File: src/rtl/doorbell_pkg.sv
package doorbell_pkg;
  localparam int unsigned DB_ADDR_W = 2;
  typedef enum logic [DB_ADDR_W-1:0] {
    OFS_SEND = 2'd0,
    OFS_RECV = 2'd1,
    OFS_MASK = 2'd2,
    OFS_STAT = 2'd3
  } db_ofs_e;
  localparam int unsigned DB_SIDES = 2;
endpackage

File: src/rtl/db_channel.sv
module db_channel #(
  parameter int unsigned DATA_W = 32
) (
  input  logic              clk,
  input  logic              rst_n,
  input  logic              send_we,
  input  logic [DATA_W-1:0] send_data,
  input  logic              ack_we,
  input  logic              mask_we,
  input  logic              mask_bit,
  output logic [DATA_W-1:0] value,
  output logic              pending,
  output logic              masked,
  output logic              irq
);
  logic [DATA_W-1:0] value_q, value_d;
  logic              pend_q, pend_d, pend_en;
  logic              mask_q, mask_d;

  always_comb begin
    value_d = send_data;
    pend_en = send_we | ack_we;
    pend_d  = send_we;
    mask_d  = mask_bit;
  end

  always_ff @(posedge clk or negedge rst_n) begin
    if (!rst_n) begin
      value_q <= '0;
      pend_q  <= 1'b0;
      mask_q  <= 1'b1;
    end else begin
      if (send_we) value_q <= value_d;
      if (pend_en) pend_q  <= pend_d;
      if (mask_we) mask_q  <= mask_d;
    end
  end

  assign value   = value_q;
  assign pending = pend_q;
  assign masked  = mask_q;
  assign irq     = pend_q & ~mask_q;

  p_send_sets_r2: assert property (@(posedge clk) disable iff (!rst_n)
    send_we |=> (pending && value == $past(send_data)));
  p_ack_clears_r4: assert property (@(posedge clk) disable iff (!rst_n)
    (ack_we && !send_we) |=> !pending);
  p_collide_r7: assert property (@(posedge clk) disable iff (!rst_n)
    (ack_we && send_we) |=> pending);
  p_mask_keeps_r6: assert property (@(posedge clk) disable iff (!rst_n)
    (!send_we && !ack_we) |=> $stable(pending));
  p_value_hold_r9: assert property (@(posedge clk) disable iff (!rst_n)
    !send_we |=> $stable(value));
  p_irq_masked_r5: assert property (@(posedge clk) disable iff (!rst_n)
    masked |-> !irq);
endmodule

File: src/rtl/db_regport.sv
module db_regport
  import doorbell_pkg::*;
#(
  parameter int unsigned DATA_W = 32
) (
  input  logic                 we,
  input  logic [DB_ADDR_W-1:0] addr,
  input  logic [DATA_W-1:0]    wdata,
  input  logic [DATA_W-1:0]    out_value,
  input  logic                 out_pending,
  input  logic [DATA_W-1:0]    in_value,
  input  logic                 in_pending,
  input  logic                 in_mask,
  output logic                 send_we,
  output logic                 ack_we,
  output logic                 mask_we,
  output logic [DATA_W-1:0]    rdata
);
  always_comb begin
    send_we = we && (addr == OFS_SEND);
    ack_we  = we && (addr == OFS_RECV);
    mask_we = we && (addr == OFS_MASK);
    unique case (db_ofs_e'(addr))
      OFS_SEND: rdata = out_value;
      OFS_RECV: rdata = in_value;
      OFS_MASK: rdata = {{(DATA_W-1){1'b0}}, in_mask};
      default:  rdata = {{(DATA_W-2){1'b0}}, out_pending, in_pending};
    endcase
  end
endmodule

File: src/rtl/doorbell_mailbox.sv
module doorbell_mailbox
  import doorbell_pkg::*;
#(
  parameter int unsigned DATA_W = 32
) (
  input  logic                 clk,
  input  logic                 rst_n,
  input  logic                 host_we,
  input  logic [DB_ADDR_W-1:0] host_addr,
  input  logic [DATA_W-1:0]    host_wdata,
  output logic [DATA_W-1:0]    host_rdata,
  input  logic                 iop_we,
  input  logic [DB_ADDR_W-1:0] iop_addr,
  input  logic [DATA_W-1:0]    iop_wdata,
  output logic [DATA_W-1:0]    iop_rdata,
  output logic                 irq_to_iop,
  output logic                 irq_to_host
);
  // side 0 = host, side 1 = IOP; direction d is sent by side d
  logic [1:0] rst_pipe;
  logic       rst_int_n;

  always_ff @(posedge clk or negedge rst_n) begin
    if (!rst_n) rst_pipe <= 2'b00;
    else        rst_pipe <= {rst_pipe[0], 1'b1};
  end
  assign rst_int_n = rst_pipe[1];

  logic                 s_we    [DB_SIDES];
  logic [DB_ADDR_W-1:0] s_addr  [DB_SIDES];
  logic [DATA_W-1:0]    s_wdata [DB_SIDES];
  logic [DATA_W-1:0]    s_rdata [DB_SIDES];
  logic                 s_send  [DB_SIDES];
  logic                 s_ack   [DB_SIDES];
  logic                 s_mask  [DB_SIDES];
  logic [DATA_W-1:0]    d_value [DB_SIDES];
  logic                 d_pend  [DB_SIDES];
  logic                 d_mask  [DB_SIDES];
  logic                 d_irq   [DB_SIDES];

  assign s_we[0]    = host_we;
  assign s_addr[0]  = host_addr;
  assign s_wdata[0] = host_wdata;
  assign s_we[1]    = iop_we;
  assign s_addr[1]  = iop_addr;
  assign s_wdata[1] = iop_wdata;

  for (genvar g = 0; g < DB_SIDES; g++) begin : g_side
    localparam int unsigned PEER = DB_SIDES - 1 - g;

    db_regport #(.DATA_W(DATA_W)) u_port (
      .we          (s_we[g]),
      .addr        (s_addr[g]),
      .wdata       (s_wdata[g]),
      .out_value   (d_value[g]),
      .out_pending (d_pend[g]),
      .in_value    (d_value[PEER]),
      .in_pending  (d_pend[PEER]),
      .in_mask     (d_mask[PEER]),
      .send_we     (s_send[g]),
      .ack_we      (s_ack[g]),
      .mask_we     (s_mask[g]),
      .rdata       (s_rdata[g])
    );

    db_channel #(.DATA_W(DATA_W)) u_chan (
      .clk       (clk),
      .rst_n     (rst_int_n),
      .send_we   (s_send[g]),
      .send_data (s_wdata[g]),
      .ack_we    (s_ack[PEER]),
      .mask_we   (s_mask[PEER]),
      .mask_bit  (s_wdata[PEER][0]),
      .value     (d_value[g]),
      .pending   (d_pend[g]),
      .masked    (d_mask[g]),
      .irq       (d_irq[g])
    );
  end

  assign host_rdata  = s_rdata[0];
  assign iop_rdata   = s_rdata[1];
  assign irq_to_iop  = d_irq[0];
  assign irq_to_host = d_irq[1];

  p_stat_write_ignored_r8: assert property (@(posedge clk) disable iff (!rst_int_n)
    (host_we && host_addr == 2'd3 && !iop_we) |=> ($stable(irq_to_iop) && $stable(irq_to_host)));
  p_host_send_irq_r2: assert property (@(posedge clk) disable iff (!rst_int_n)
    (host_we && host_addr == 2'd0 && !d_mask[0] && !(iop_we && iop_addr == 2'd2)) |=> irq_to_iop);
endmodule

File: config.mk
export PLATFORM = sky130hd
export DESIGN_NAME = doorbell_mailbox
export DESIGN_NICKNAME = d
export VERILOG_FILES = /design/src/rtl/doorbell_pkg.sv /design/src/rtl/db_channel.sv /design/src/rtl/db_regport.sv /design/src/rtl/doorbell_mailbox.sv
export SDC_FILE = /design/constraint.sdc
export NUM_CORES = 1
export LEC_CHECK = 0
export ABC_AREA = 1
export BUFFER_PORTS_ARGS = -buffer_cell sky130_fd_sc_hd__buf_4
export CELL_PAD_IN_SITES_DETAIL_PLACEMENT = 1
export CELL_PAD_IN_SITES_GLOBAL_PLACEMENT = 1
export CORE_MARGIN = 2
export CORE_UTILIZATION = 39
export DETAILED_ROUTE_END_ITERATION = 8
export PLACE_DENSITY_LB_ADDON = 0.3
export SLEW_MARGIN = 10
export SYNTH_ARGS = -nofsm -noshare
export SYNTH_HDL_FRONTEND = slang
export SYNTH_SLANG_ARGS = --single-unit
File: constraint.sdc
create_clock -name clk -period 6.44 [get_ports clk]
set_input_delay 1.288 -clock clk [delete_from_list [all_inputs] [get_ports clk]]
set_output_delay 1.288 -clock clk [all_outputs]
set_load 0.005 [all_outputs]
# Word level (Yosys, flattened, before mapping)
# Cells that the tools add are included.
[totals]
register_bits = 70
latchBits = 0
mem_bits_rw = 0
mem_bits_ro = 0
out_inout_bits = 66
elab_cells = 27
mem_count = 0
[op_classes]
addsub = 0
multipliers = 0
div_mod_pow = 0
n_lt_le_gt_ge = 0
n_eq_ne = 4
n_shift = 0
n_mux = 2
n_bitwise = 6
reduce_logical = 8
[ops]
columns = ["cell", "n"]
rows = [
  ["32-bit case mux with 3 select lines", 2],
  ["1-bit logical AND", 6],
  ["2-bit by 1-bit == test with 1-bit output (second input constant)", 2],
  ["2-bit == test (second input constant)", 2],
  ["2-bit zero test", 2],
  ["1-bit bitwise AND", 2],
  ["1-bit NOT", 2],
  ["1-bit bitwise OR", 2],
]

# Logic depth before layout (Yosys ltp)
# Gate-level depths: netlist of run 1.
[logic_depth]
word_depth = 3
ltp_mapped = 6
depth_no_buf = 4

# Cells and area by module
# Synthesis of run 1 repeated with hierarchy kept, for this count alone.
[hier_totals]
hier_cells = 525
area_unflattened_um2 = 3737.3
[modules_own_cells]
columns = ["mod", "n_inst", "cells_each", "area_per_inst_um2"]
rows = [
  ["db_channel", 2, 147, 1375.1],
  ["db_regport", 2, 114, 466.7],
  ["doorbell_mailbox", 1, 3, 53.8],
]

# Worst setup path before layout of run 1
# Ideal clock, no wire load.
[synth_path]
kind = "in2out"
start = "input host_addr[0]"
end = "output host_rdata[10]"
arrival_time_ns = 1.930
path_slack_ns = 3.222
cell_stages = 5
path_buffers = 2
path_cell_list = "buf_4 -> nor2_8 -> inv_2 -> buf_6 -> o22ai_1"
[synth_via]
elab_chain_cells = 2
[synth_lines]
columns = ["element", "line_no", "rtl"]
rows = [
  ["from (decl)", "doorbell_mailbox.sv:9", "input logic [DB_ADDR_W-1:0] host_addr,"],
  ["2-bit == test, or another cell as far along", "db_regport.sv:23", "unique case (db_ofs_e'(addr))"],
  ["32-bit case mux with 3 select lines *", "db_regport.sv:23", ""],
  ["to (decl)", "doorbell_mailbox.sv:11", "output logic [DATA_W-1:0] host_rdata,"],
]
# Every way passes the cells marked *; elsewhere a longest branch is shown, timed or not.

# Worst setup path after layout of run 1
[layout_path]
start = "input host_addr[0]"
end = "output host_rdata[29]"
# Same word-level chain as after synthesis.

==> results of run 1 <==
[per-layer routing]
metal	track usage	vias up
li1	-	1735
met1	0.282	1824
met2	0.403	113
met3	0.0457	16
met4	0.0743	0
met5	0	-
[worst max-delay path, stage by stage]
cell and delay (ns):
buf_4 0.16, nor2_8 0.47, inv_2 0.42, o22ai_1 0.28, buf_4 0.17
[how the worst max path moves through the flow]
| stage | startpoint | endpoint | slack, ns | cells past startpoint |
|---|---|---|---|---|
| 5_1_grt | host_addr[0] | host_rdata[6] | 2.24 | 5 |
| 3_5_place_dp | host_addr[0] | host_rdata[26] | 2.35 | 5 |
| 6_report | host_addr[0] | host_rdata[29] | 2.34 | 5 |
| 4_1_cts | host_addr[0] | host_rdata[26] | 2.34 | 5 |
| 2_1_floorplan | host_addr[0] | host_rdata[10] | 3.22 | 5 |
| 3_3_place_gp | host_addr[0] | host_rdata[26] | 2.38 | 5 |
[state kept, by name, summed over array words and instances (netlist names)]
| name | cells |
|---|---|
| g_side.u_chan.masked | 2 |
| g_side.u_chan.pending | 2 |
| g_side.u_chan.value | 64 |
| rst_pipe | 2 |
[where the power goes]
part | switching (mW) | internal [mW]
Combinational | 0.183 | 0.154
Sequential | 0.0410 | 0.509
Clock | 0.171 | 0.172
[cell families (layout without fill, tap and decap cells)]
family	count (synthesis)	in the layout	share of synthesized area
flip-flops	70	70	0.450
AO/OA/AOI/OAI	64	64	0.151
buffers and inverters	104	225	0.144
other	1	1	0.000962
AND/OR/NAND/NOR	224	224	0.253
[area by class of cell]
| class | count | area share |
|---|---|---|
| multi-input cells | 289 | 0.316 |
| clock inverters | 4 | 0.00575 |
| flip-flops and latches | 70 | 0.351 |
| repair buffers | 139 | 0.209 |
| inverters | 70 | 0.0525 |
| clock buffers | 12 | 0.0330 |
| well taps | 133 | 0.0333 |
[cell usage in the layout, fill, tap and decap left out]
master / Yosys / layout
buf_4: 7 / 139
clkbuf_8: 0 / 12
clkinv_2: 0 / 1
clkinvlp_4: 0 / 2
conb_1: 1 / 1
dfrtp_1: 68 / 67
dfrtp_2: 0 / 1
dfstp_2: 2 / 2
inv_1: 67 / 67
inv_2: 3 / 3
inv_6: 0 / 1
nand2_1: 136 / 136
nand2_2: 2 / 2
nand2_4: 2 / 2
nand3_1: 78 / 78
nand4_1: 2 / 2
nor2_1: 2 / 2
nor2_4: 1 / 1
nor2_8: 1 / 1
o21ai_0: 4 / 4
o22ai_1: 29 / 29
o22ai_2: 31 / 31
[per-stage QoR]
step | setup slack (ns) | hold slack, ns
6_report | 2.34 | 0.361
5_1_grt | 2.24 | 0.367
4_1_cts | 2.34 | 0.364
3_5_place_dp | 2.35 | 0.336
3_3_place_gp | 2.38 | 0.339
2_1_floorplan | 3.22 | 0.331
==> impl_metrics.toml, run 1 <==
[min_path]
hp-start = "rst_pipe[0]"
worstHoldPathType = "reg2reg"
whs_endpoint = "rst_pipe[1]"
hold_path_depth = 0

[floorplan]
core-area_mm2 = 0.00973
fp.dieH_um = 104
die_w_um = 104
die-area_mm2 = 0.0108
start_util = 0.401
num_rows = 36
ios = 138

[synth]
yosys-top-cells-area = "dfrtp_1, nand2_1, nand3_1"
ys_types = 20
synth_common_cells = "nand2_1, nand3_1, dfrtp_1"
postSynthAreaPerCell_um2 = 8.42
ys_ff_latch = 70
netlist_area_mm2 = 0.00390
synthCells = 463
netlist.area_leader.share = 0.437
synth_seq_area_share = 0.450
ys_warn_count = 0
ys_async_sr_fraction = 1.00
syn-num-nets = 535
synth_top_area_cell = "dfrtp_1"
synth.most_common_cell = "nand2_1"
synth_ff_type = "dfrtp_1"
synth_edf_count = 0

[drt]
wirelength_met1_um = 5350
wire_per_inst_um = 17.3
drc = 0
route.met3.wl_um = 592
wirelength_um = 12400
ant_nets = 0
via_count = 3688
drt_iter0_drc = 185
vias_per_cell = 5.14
wl_met2_um = 6280
maxUsedRoutingLayer = "met4"
drtPass1Iterations = 4

[sta]
fmax_mhz = 244
relSlewSlack = 0.337
tns_ns = 0
rsz0062_at_grt = "no"
hold_violations = 0
finalCriticalPeriod_ns = 4.10
setup-violations-final = 0
tightest_slew_ns = 0.990
finalCritPeriodShare = 0.636
slew_viol_final = 0
finClkSkew_ns = 0.00837

[finish]
fillers = 1229
drive_gt1_frac = 0.339
areaGrowthSynthToFinish_pct = 28.3
final_util = 0.514
stdcell_area_mm2 = 0.00500
diodes = 0
num-nets-final = 651
regArea_mm2 = 0.00176
stdcell_count = 717
multi_input_area_mm2 = 0.00158

[setup_path]
reg2reg_from = "rst_pipe[1]"
r2r_end = "g_side[0].u_chan.value[21]"
cp.arrival_ns = 2.81
r2r_setup_slack_ns = 5.39
required_ns = 5.15
endpoint_kind = "primary output"
worstSetupStartpointType = "input port"
path_max_fanout = 35
crit_type = "in2out"
r2r_cells = 1

[power_and_ir_drop]
total_power_mw = 1.23
p_per_area_mw_per_mm2 = 246
ir_drop_mv = 0.101
p_leak_nw = 2.68

[global_routing]
grt_util_all_layers = 0.229
grt_pass1_wl_um = 20000
grt_antenna_before_repair = 0
grt_max_degree = 69
grt_overflow = 0
grt_pass1_vias = 3974

[clock_tree]
clkTransAtPathRegs_ns = 0.08
numCtsBuffers = 9
cts_setup_buffers = 0
clock_latency_ns = 0.34
root_buffer = "clkbuf_8"
cts_resized = 0
clock_path_buffers = 2
cts_hold_buf = 0
cts_tree = "done"
cts_sinks = 70
htreeDepth = 3

[placement]
io_buffers = 137
place_hpwl_um = 8360
post_dp_cell_area_mm2 = 0.00481
dp_cells = 701
gp_congestion = 0.795

[job]
cap_violations = 0

[run_status]
outcome = "finished, final reports clean"
(Power assumes the default switching activity.)
==> run 2, diff against run 1 <==
--- a/config.mk
+++ b/config.mk
@@ -10,7 +10,7 @@
 export CELL_PAD_IN_SITES_DETAIL_PLACEMENT = 1
 export CELL_PAD_IN_SITES_GLOBAL_PLACEMENT = 1
 export CORE_MARGIN = 2
-export CORE_UTILIZATION = 39
+export CORE_UTILIZATION = 36
 export DETAILED_ROUTE_END_ITERATION = 8
 export PLACE_DENSITY_LB_ADDON = 0.3
 export SLEW_MARGIN = 10
==> constraint.sdc (replaced) <==
create_clock -name clk -period 4.29 [get_ports clk]
set_input_delay 0.858 -clock clk [delete_from_list [all_inputs] [get_ports clk]]
set_output_delay 0.858 -clock clk [all_outputs]
set_load 0.005 [all_outputs]
==> impl_metrics.toml, run 2 (synthesized netlist as in run 1, its figures left out) <==
[power_and_ir_drop]
power.internal_mw = 1.24
ir_drop_mv = 0.126
pwr-share-comb = 0.268
seqPwrFrac = 0.463
p_per_area_mw_per_mm2 = 363
total_power_mw = 1.81
p_sw_frac = 0.316
clkPwrFrac = 0.269
p_switching_uw = 572
p_leak_nw = 2.67

[finish]
stdcell_area_mm2 = 0.00499
areaGrowthSynthToFinish_pct = 28.0
final_cell_mix = "buf_4, nand2_1, nand3_1"
fillers = 1303
drive_gt1_frac = 0.332
diodes = 0
largest_reg_flops = 64
num-nets-final = 651
mostFrequentLayoutCell = "buf_4"
final_util = 0.479
stdcell_count = 720

[floorplan]
ios = 138
die-area_mm2 = 0.0117
core-area_mm2 = 0.0104
fp.dieH_um = 108
start_util = 0.374
die_w_um = 108
num_rows = 37

[global_routing]
grt_antenna_before_repair = 0
grt_max_degree = 69
grt_util_all_layers = 0.214
grt_pass1_vias = 3795
grt_pass1_wl_um = 19500
grt_overflow = 0

[drt]
ant_nets = 0
via_count = 3606
vias_per_cell = 5.01
drc = 0
wire_per_inst_um = 16.7
wirelength_um = 12000
drt_iter0_drc = 161
drtPass1Iterations = 4

[clock_tree]
htreeDepth = 3
root_buffer = "clkbuf_8"
numCtsBuffers = 9
clock_latency_ns = 0.34
clkTransAtPathRegs_ns = 0.08
cts_hold_buf = 0
cts_tree = "done"
clock_path_buffers = 2
cts_sinks = 70
cts_resized = 0
cts_setup_buffers = 0

[setup_path]
worstSetupStartpointType = "input port"
path_max_fanout = 30
crit_type = "in2out"
endpoint_kind = "primary output"
required_ns = 3.43
cp.arrival_ns = 2.28

[placement]
dp_cells = 704
place_hpwl_um = 7970
pre_cts_ws_ns = 1.16
io_buffers = 137
gp_congestion = 0.787
post_dp_cell_area_mm2 = 0.00481

[sta]
finClkSkew_ns = 0.0126
relSlewSlack = 0.310
finalCriticalPeriod_ns = 3.14
finalCritPeriodShare = 0.731
fmax_mhz = 319
slew_viol_final = 0
timing.hold.ws_ns = 0.282
tns_ns = 0
tightest_slew_ns = 1.03
finalWorstSetupSlack_ns = 1.15
setup-violations-final = 0
rsz0062_at_grt = "no"
hold_violations = 0

[job]
cap_violations = 0

[run_status]
outcome = "finished, final reports clean"

[min_path]
worstHoldPathType = "in2async"
run 2: final cells by class:
| type | count | area (um^2) | share of cell area |
|---|---|---|---|
| Multi-Input combinational cell | 289 | 1580 | 0.317 |
| Inverter | 70 | 263 | 0.0527 |
| Sequential cell | 70 | 1760 | 0.352 |
| Clock inverter | 1 | 7.51 | 0.00150 |
| Timing Repair Buffer | 139 | 1040 | 0.209 |
| Clock buffer | 15 | 166 | 0.0334 |
| Tap cell | 136 | 170 | 0.0341 |
run 2: critical path, stage by stage:
cell	delay, ns
buf_4	0.14
inv_1	0.12
nand2_2	0.57
o22ai_2	0.42
buf_4	0.16
run 2: routing by layer:
metal | track usage | vias to the layer above | wire length, um
met5 | 0 | - | 0
met3 | 0.0332 | 11 | 722
met1 | 0.279 | 1753 | 5320
li1 | - | 1735 | -
met2 | 0.369 | 107 | 5870
met4 | 0.0595 | 0 | 130
run 2: worst paths after layout:
| path | to | slack (ns) | cells past startpoint | startpoint |
|---|---|---|---|---|
| worst max-delay path | iop_rdata[2] | 1.15 | 5 | iop_addr[1] |
| worst min-delay path | rst_pipe[1] | 0.28 | 1 | rst_n |
| worst max register to register | g_side[0].u_chan.value[9] | 3.22 | 0 | rst_pipe[1] |
| worst min register to register | rst_pipe[1] | 0.36 | 0 | rst_pipe[0] |
| max in group asynchronous | g_side[0].u_chan.value[9] | 3.22 | 0 | rst_pipe[1] |
| min in group clk | rst_pipe[1] | 0.36 | 0 | rst_pipe[0] |
run 2: power by group through the flow:
stage | Clock (mW) | Combinational [mW] | Sequential [mW]
after floorplan | 0 | 0.293 | 0.828
after global placement | 0 | 0.472 | 0.846
after detailed placement | 0 | 0.489 | 0.850
after CTS | 0.496 | 0.492 | 0.840
after global routing | 0.523 | 0.544 | 0.855
final | 0.488 | 0.485 | 0.838
==> run 3, diff against run 2 <==
--- a/config.mk
+++ b/config.mk
@@ -10,7 +10,7 @@
 export CELL_PAD_IN_SITES_DETAIL_PLACEMENT = 1
 export CELL_PAD_IN_SITES_GLOBAL_PLACEMENT = 1
 export CORE_MARGIN = 2
-export CORE_UTILIZATION = 36
+export CORE_UTILIZATION = 33
 export DETAILED_ROUTE_END_ITERATION = 8
 export PLACE_DENSITY_LB_ADDON = 0.3
 export SLEW_MARGIN = 10
==> constraint.sdc (replaced) <==
create_clock -name clk -period 2.6 [get_ports clk]
set_input_delay 0.52 -clock clk [delete_from_list [all_inputs] [get_ports clk]]
set_output_delay 0.52 -clock clk [all_outputs]
set_load 0.005 [all_outputs]
==> impl_metrics.toml, run 3 (synthesized netlist as in run 1, its figures left out) <==
[run_status]
outcome = "finished, final reports clean"

[power_and_ir_drop]
p_per_area_mw_per_mm2 = 646
p_leak_nw = 2.73
ir_drop_mv = 0.286

[placement]
dp_cells = 715
place_hpwl_um = 8860
io_buffers = 137
pre_cts_ws_ns = 0.378
gp_congestion = 0.867

[sta]
finalWorstSetupSlack_ns = 0.363
relSlewSlack = 0.408
finClkSkew_ns = 0.00613
fmax_mhz = 447
finalCritPeriodShare = 0.860
tightest_slew_ns = 0.887
rsz0062_at_grt = "no"
slew_viol_final = 0
hold_violations = 0
tns_ns = 0
timing.hold.ws_ns = 0.133
finalCriticalPeriod_ns = 2.24
setup-violations-final = 0

[drt]
wirelength_um = 12700
drt_iter0_drc = 235
via_count = 3670
drc = 0
drtPass1Iterations = 4
vias_per_cell = 5.02
wire_per_inst_um = 17.4
ant_nets = 0

[setup_path]
cpPeakStageDelay_ns = 0.40
worstPathCellList = "buf_4 > inv_2 > nand2_2 > o22ai_1 > buf_4"
endpoint_kind = "primary output"
path_common_cell = "buf_4"
crit_type = "in2out"
required_ns = 2.08
worstSetupStartpointType = "input port"
critical-path-top-delay-family = "buffers and inverters"
path_buf_inv = 3
worst_path_max_delay_cell = "o22ai_1"
cp.arrival_ns = 1.72
path_max_fanout = 30

[global_routing]
grt_max_degree = 35
grt_util_all_layers = 0.203
grt_pass1_vias = 3932
grt_pass1_wl_um = 20300
grt_overflow = 0
grt_antenna_before_repair = 0

[finish]
fillers = 1393
areaGrowthSynthToFinish_pct = 31.4
largest_reg_flops = 64
stdcell_count = 731
regArea_mm2 = 0.00176
drive_gt1_frac = 0.337
final_util = 0.447
mostFrequentLayoutCell = "buf_4"
diodes = 0
final_cell_mix = "buf_4, nand2_1, nand3_1"
num-nets-final = 656
multi_input_area_mm2 = 0.00158

[clock_tree]
clkTransAtPathRegs_ns = 0.05
cts_sinks = 70
numCtsBuffers = 9
cts_setup_buffers = 0
cts_tree = "done"
clock_path_buffers = 2
htreeDepth = 3
clock_latency_ns = 0.33
root_buffer = "clkbuf_16"

[floorplan]
die_w_um = 113
start_util = 0.340
ios = 138
num_rows = 39
die-area_mm2 = 0.0127
fp.dieH_um = 113
core-area_mm2 = 0.0115

[job]
cap_violations = 0

[min_path]
worstHoldPathType = "reg2async"
-- run 3: through the flow --
step	area [um^2]	power, mW
2_1_floorplan	3900	1.85
3_5_place_dp	4850	2.23
5_1_grt	5120	3.50
3_3_place_gp	4850	2.20
4_1_cts	5120	3.35
6_report	5120	3.31
-- run 3: cell type report --
cell class                 instances  area share
sequential                        70       0.343
multi-input combinational        289       0.309
timing repair buffer             144       0.212
inverter                          70      0.0513
clock buffer                      13      0.0489
tap                              143      0.0349
clock inverter                     2     0.00195
-- run 3: worst paths after layout --
path	start	end	cells past startpoint	slack (ns)
worst max-delay path	host_addr[1]	host_rdata[24]	5	0.36
worst min-delay path	rst_pipe[1]	g_side[1].u_chan.value[8]	0	0.13
worst max register to register	rst_pipe[1]	g_side[1].u_chan.masked	1	1.76
worst min register to register	rst_pipe[1]	g_side[1].u_chan.value[8]	0	0.13
max in group asynchronous	rst_pipe[1]	g_side[1].u_chan.masked	1	1.76
min in group clk	rst_pipe[0]	rst_pipe[1]	0	0.35
-- run 3: report_power, final --
part	total, mW	internal, mW	switching (mW)
clock network	1.10	0.664	0.436
registers	1.37	1.26	0.108
logic	0.837	0.386	0.451
-- run 3: metal layers --
| metal | GRT usage | vias to the layer above | wire length [um] |
|---|---|---|---|
| met5 | 0 | - | 0 |
| met4 | 0.0545 | 0 | 170 |
| met3 | 0.0502 | 12 | 826 |
| li1 | - | 1744 | - |
| met1 | 0.255 | 1798 | 5460 |
| met2 | 0.348 | 116 | 6250 |
-- run 3: what timing repair did --
| action | 4_1_cts | 5_1_grt |
|---|---|---|
| endpoints found under the setup margin | 0 | 0 |
| hold endpoints to repair | 2 | 0 |
| resized for setup | 0 | 0 |
| hold buffers | 1 | 0 |
